==> src/rtl/ptc_pkg.sv <==
package ptc_pkg;

    typedef enum logic [1:0] {
        REG_CTRL   = 2'd0,
        REG_CNT_HI = 2'd1,
        REG_CNT_LO = 2'd2,
        REG_SPARE  = 2'd3
    } ptc_reg_e;

endpackage

==> src/rtl/ptc_ext_sync.sv <==
module ptc_ext_sync #(
    parameter int SYNC_STAGES = 2
) (
    input  logic clk,
    input  logic rst_n,
    input  logic pin,
    output logic rise
);

    typedef struct packed {
        logic [SYNC_STAGES-1:0] sh;
        logic                   last;
    } sync_t;

    sync_t sync_d, sync_q;

    always_comb begin
        sync_d      = sync_q;
        sync_d.sh   = {sync_q.sh[SYNC_STAGES-2:0], pin};
        sync_d.last = sync_q.sh[SYNC_STAGES-1];
    end

    always_ff @(posedge clk or negedge rst_n) begin
        if (!rst_n) sync_q <= '0;
        else        sync_q <= sync_d;
    end

    assign rise = sync_q.sh[SYNC_STAGES-1] & ~sync_q.last;

endmodule

==> src/rtl/ptc_prescaler.sv <==
module ptc_prescaler #(
    parameter int SEL_W = 3
) (
    input  logic             clk,
    input  logic             rst_n,
    input  logic             clr,
    input  logic [SEL_W-1:0] sel,
    input  logic             ext_rise,
    output logic             tick
);

    localparam int N_SRC    = 1 << SEL_W;
    localparam int EXT_CODE = N_SRC - 1;
    localparam int DIV_W    = EXT_CODE - 1;

    typedef struct packed {
        logic [DIV_W-1:0] div;
    } pre_t;

    pre_t pre_d, pre_q;
    logic [N_SRC-1:0] tap;

    for (genvar k = 0; k < EXT_CODE; k++) begin : g_tap
        if (k == 0) begin : g_full
            assign tap[k] = 1'b1;
        end else begin : g_div
            assign tap[k] = &pre_q.div[k-1:0];
        end
    end
    assign tap[EXT_CODE] = ext_rise;

    always_comb begin
        pre_d = pre_q;
        if (clr) pre_d.div = '0;
        else     pre_d.div = pre_q.div + 1'b1;
    end

    always_ff @(posedge clk or negedge rst_n) begin
        if (!rst_n) pre_q <= '0;
        else        pre_q <= pre_d;
    end

    assign tick = tap[sel];

endmodule

==> src/rtl/ptc_count_core.sv <==
module ptc_count_core #(
    parameter int BYTE_W = 8
) (
    input  logic                clk,
    input  logic                rst_n,
    input  logic                clr,
    input  logic                tick,
    input  logic                hi_rd,
    input  logic                lo_rd,
    output logic [2*BYTE_W-1:0] count,
    output logic                held,
    output logic [BYTE_W-1:0]   held_byte
);

    localparam int CNT_W = 2 * BYTE_W;

    typedef struct packed {
        logic [CNT_W-1:0]  cnt;
        logic              hv;
        logic [BYTE_W-1:0] hb;
    } core_t;

    core_t core_d, core_q;

    always_comb begin
        core_d = core_q;
        if (clr)       core_d.cnt = '0;
        else if (tick) core_d.cnt = core_q.cnt + 1'b1;

        if (lo_rd) begin
            core_d.hv = 1'b0;
        end else if (hi_rd && !core_q.hv) begin
            core_d.hv = 1'b1;
            core_d.hb = core_q.cnt[BYTE_W-1:0];
        end
    end

    always_ff @(posedge clk or negedge rst_n) begin
        if (!rst_n) core_q <= '0;
        else        core_q <= core_d;
    end

    assign count     = core_q.cnt;
    assign held      = core_q.hv;
    assign held_byte = core_q.hb;

endmodule

==> src/rtl/ptc_top.sv <==
module ptc_top
    import ptc_pkg::*;
#(
    parameter int BYTE_W      = 8,
    parameter int SEL_W       = 3,
    parameter int SYNC_STAGES = 2
) (
    input  logic              clk,
    input  logic              rst_n,
    input  logic [1:0]        bus_addr,
    input  logic              bus_we,
    input  logic              bus_re,
    input  logic [BYTE_W-1:0] bus_wdata,
    output logic [BYTE_W-1:0] bus_rdata,
    input  logic              ext_clk_pin
);

    localparam int CNT_W   = 2 * BYTE_W;
    localparam int CLR_BIT = BYTE_W - 1;

    typedef struct packed {
        logic [SEL_W-1:0] sel;
    } ctl_t;

    ctl_t ctl_d, ctl_q;

    logic              ctl_wr;
    logic              sw_clr;
    logic              hi_rd;
    logic              lo_rd;
    logic              ext_rise;
    logic              tick;
    logic [CNT_W-1:0]  cnt_val;
    logic              hold_vld;
    logic [BYTE_W-1:0] hold_val;
    logic              unused_wbits;

    assign ctl_wr       = bus_we && (bus_addr == REG_CTRL);
    assign sw_clr       = ctl_wr && bus_wdata[CLR_BIT];
    assign hi_rd        = bus_re && (bus_addr == REG_CNT_HI);
    assign lo_rd        = bus_re && (bus_addr == REG_CNT_LO);
    assign unused_wbits = ^bus_wdata[CLR_BIT-1:SEL_W];

    always_comb begin
        ctl_d = ctl_q;
        if (ctl_wr) ctl_d.sel = bus_wdata[SEL_W-1:0];
    end

    always_ff @(posedge clk or negedge rst_n) begin
        if (!rst_n) ctl_q <= '0;
        else        ctl_q <= ctl_d;
    end

    ptc_ext_sync #(.SYNC_STAGES(SYNC_STAGES)) sync_i (
        .clk  (clk),
        .rst_n(rst_n),
        .pin  (ext_clk_pin),
        .rise (ext_rise)
    );

    ptc_prescaler #(.SEL_W(SEL_W)) pre_i (
        .clk     (clk),
        .rst_n   (rst_n),
        .clr     (sw_clr),
        .sel     (ctl_q.sel),
        .ext_rise(ext_rise),
        .tick    (tick)
    );

    ptc_count_core #(.BYTE_W(BYTE_W)) core_i (
        .clk      (clk),
        .rst_n    (rst_n),
        .clr      (sw_clr),
        .tick     (tick),
        .hi_rd    (hi_rd),
        .lo_rd    (lo_rd),
        .count    (cnt_val),
        .held     (hold_vld),
        .held_byte(hold_val)
    );

    always_comb begin
        unique case (bus_addr)
            REG_CTRL:   bus_rdata = BYTE_W'(ctl_q.sel);
            REG_CNT_HI: bus_rdata = cnt_val[CNT_W-1:BYTE_W];
            REG_CNT_LO: bus_rdata = hold_vld ? hold_val : cnt_val[BYTE_W-1:0];
            default:    bus_rdata = '0;
        endcase
    end

endmodule

==> config.mk <==
export PLATFORM = sky130hd
export DESIGN_NAME = ptc_top
export DESIGN_NICKNAME = d
export VERILOG_FILES = /design/src/rtl/ptc_pkg.sv /design/src/rtl/ptc_ext_sync.sv /design/src/rtl/ptc_prescaler.sv /design/src/rtl/ptc_count_core.sv /design/src/rtl/ptc_top.sv
export SDC_FILE = /design/constraint.sdc
export NUM_CORES = 1
export LEC_CHECK = 0
export BUFFER_PORTS_ARGS = -buffer_cell sky130_fd_sc_hd__buf_2
export CORE_MARGIN = 8
export CORE_UTILIZATION = 55
export CTS_BUF_LIST = sky130_fd_sc_hd__clkbuf_16
export CTS_CLUSTER_SIZE = 20
export DETAILED_ROUTE_END_ITERATION = 10
export HOLD_SLACK_MARGIN = 0.02
export PLACE_DENSITY = 0.83
export SYNTH_ARGS = -nofsm -noshare
export SYNTH_HDL_FRONTEND = slang
export SYNTH_HIERARCHICAL = 1
export SYNTH_SLANG_ARGS = --single-unit
export TNS_END_PERCENT = 5
==> constraint.sdc <==
create_clock -name clk -period 4 [get_ports clk]
set_clock_uncertainty 0.15 [all_clocks]
set_input_delay 0.8 -clock clk [delete_from_list [all_inputs] [get_ports clk]]
set_output_delay 0.8 -clock clk [all_outputs]
set_load 0.005 [all_outputs]
==> metrics.txt <==
antenna violations before repair 0; Worst Setup End Kind register; vias in the first global route 1408; I/O pins 23; most used cell, CP ha_1; Initial DRT Pass Iterations 4; DR DRC count 0; share of layout cells above drive strength 1 0.260; Clock Sink Count 37; PwrDens 542 mW/mm^2; nets 211; width of the die 75.8 um; Die Ht 75.8 um; Min-Delay Path Class reg2reg; area taken by multi-input logic gates 986 um^2; Routability Congestion 0.773; final worst-path cycle share 0.662; CTS root buf clkbuf_16; setup TNS 0 ns; Slowest-stage cell, CP dfrtp_1; setup ws final 1.35 ns; Post-CTS Setup Bufs 0; Post-Place Setup Slack 1.20 ns; number of synthesized flops with an enable pin 0; cts hold-fix bufs 0; DR WL/cell 16.7 um; startpoint types register; Initial DRC Count 71; Starting Density 0.580; sequential cell area fraction in the yosys report 0.471; clock-pin slew on the worst setup and hold paths 0.05 ns; CTS tree yes; FILL cells 253; Port Buffer Count 18; Crit path required time 4.01 ns; Post-Syn Area 0.00196 mm^2; Avg Cell Area, Syn 11.6 um^2; flop and latch count out of synthesis 37; HPWL Detailed 2740 um; Synth Instances 170; DIE AREA 0.00574 mm^2; core area 0.00339 mm^2; post-synthesis cell type count 42; Max Slew Vio Count 0; Final min period 2.65 ns; max_cap viols 0; sequential cell area 926 um^2; CP Cell Sequence ha_1 > and3_1 > ha_1 > mux2i_1 > o22ai_1 > a21o_1 > o2111ai_4 > nor2_4 > nand4_1 > mux2_1; Synth Flop Type dfrtp_1; WP buf/inv 0; Synth Area in Simple Gates 0.182; Via-to-Cell Ratio 5.64; CTS Buf Count 5; WS Path Type reg2reg; synth warn 6; mux share of post-synthesis cell area 0.140; Max-slew headroom 0.450; Net Count, Synth 190; Hold Fails Final Rpt 0; final setup violation count 0; XOR/XNOR share of the synthesized area 0.0535; n_diodes 0; Post-CTS Resized 0; Congestion Overflow GR 0; largest net degree at the start of global routing 38; status finished clean; antenna-violating nets left 0; post-synthesis compound-gate area fraction 0.0943; clock insertion delay at the later pin of the skew report 0.28 ns; FMAX 378 MHz; crit path DAT 2.66 ns; Post-synth ARST share 1.00; Worst-Margin Slew 0.826 ns; Adder-Cell Fraction of Synth Area 0.0318; drt total wl 3970 um; clk buf depth 2; CP peak stage delay 0.43 ns; maximum VDD drop 300 uV; leak pwr 0.00102 uW; RSZ-0062 raised after global routing no; Via Count 1342; FP Rows 21; first-pass GRT wire length 6510 um; worst-path fanout max 6; largest family of logic cells by synthesized area simple AND/OR/NAND/NOR gates; Area Overhead vs Synth 13.6%; Tot GR Track Use 0.155; htree depth 2; delay-heaviest family, CP compound AO/OA/AOI/OAI gates
[cells in the mapped netlist (all sizes together) (2+ instances only)]
master	count	share of area
dfrtp	37	0.47
nor2	21	0.044
mux2i	14	0.071
mux2	12	0.069
xnor2	10	0.045
inv	7	0.013
nor2b	6	0.024
ha	5	0.032
nand3	5	0.015
nor3	5	0.015
a21oi	4	0.010
buf	4	0.011
nand2	4	0.0076
o22ai	4	0.013
o2bb2ai	4	0.018
nand4	3	0.020
o21ai	3	0.0076
or3	3	0.0096
a21o	2	0.0076
and2	2	0.0064
nor3b	2	0.016
nor4	2	0.013
xor2	2	0.0089
[layout make-up]
type | instances | share of cell area
Timing Repair Buffer | 19 | 0.0437
Clock inverter | 3 | 0.00561
Inverter | 7 | 0.0118
Multi-Input combinational cell | 121 | 0.442
Tap cell | 46 | 0.0258
Clock buffer | 5 | 0.0561
Sequential cell | 37 | 0.415
[worst reg2reg max path, delay by kind of cell (launching register included)]
kind                     cells  cell delay (ns)
AO/OA/AOI/OAI                3             0.75
flip-flops                   1             0.43
multiplexers                 2             0.44
AND/OR/NAND/NOR              3             0.37
adder cells (fa/ha/maj)      2             0.40
[cells in the final DEF (no fill, tap or decap), drive strengths merged, types with 2 or more instances in the layout]
cell / Yosys / final
nor3: 5 / 5
nand3: 5 / 5
a21o: 2 / 2
buf: 4 / 19
xnor2: 10 / 10
nor3b: 2 / 2
xor2: 2 / 2
nor4: 2 / 2
nand4: 3 / 3
a21oi: 4 / 4
ha: 5 / 5
nand2: 4 / 4
dfrtp: 37 / 37
mux2: 12 / 12
clkbuf: 1 / 5
nor2: 21 / 21
inv: 7 / 7
and2: 2 / 2
o2bb2ai: 4 / 4
clkinv: 0 / 3
mux2i: 14 / 14
or3: 3 / 3
o22ai: 4 / 4
o21ai: 3 / 3
nor2b: 6 / 6
[per-stage QoR]
stage,hold WS (ns),total power (uW),instance area [um^2],std cells,utilization
floorplan,0.181,752,1960,170,-
global placement,0.185,810,2090,230,0.618
detailed placement,0.193,839,2090,230,0.618
CTS,0.206,1220,2230,238,0.658
global route,0.216,1280,2230,238,0.658
finish,0.203,1210,2230,238,0.658
[cell families after synthesis]
| kind of cell | after synthesis |
|---|---|
| AO/OA/AOI/OAI | 22 |
| XOR/XNOR | 12 |
| adder cells (fa/ha/maj) | 5 |
| buffers and inverters | 12 |
| flip-flops | 37 |
| multiplexers | 26 |
| AND/OR/NAND/NOR | 56 |
[metal layers]
| metal | up-vias | GRT usage | part of all wire |
|---|---|---|---|
| li1 | 641 | - | - |
| met4 | 0 | 0.0746 | 0.019 |
| met5 | - | 0 | 0 |
| met3 | 9 | 0.0513 | 0.044 |
| met1 | 670 | 0.158 | 0.39 |
| met2 | 22 | 0.276 | 0.55 |
[worst paths after layout]
path                            cells after the start  slack (ns)        startpoint                  end
max in group asynchronous                           1        2.71             rst_n  core_i/held_byte[0]
worst min-delay path                                0        0.20  sync_i/sync_d[2]     sync_i/sync_d[0]
worst max-delay path                               10        1.35    pre_i/pre_q[0]     core_i/count[15]
worst min register to register                      0        0.20  sync_i/sync_d[2]     sync_i/sync_d[0]
min in group asynchronous                           1        0.47             rst_n  core_i/held_byte[2]
worst max register to register                     10        1.35    pre_i/pre_q[0]     core_i/count[15]
[flip-flops by register name (all words and copies together), names as in the netlist]
register	count
core_i/held	1
sync_i/sync_q	1
core_i/count	16
core_i/held_byte	8
pre_i/pre_q	6
sync_i/sync_d	2
ctl_q	3
[power by group]
part | internal (uW) | total [uW] | switching [uW]
Sequential | 462 | 577 | 114
Clock | 225 | 367 | 142
Combinational | 139 | 266 | 127
(Power assumes the default switching activity.)
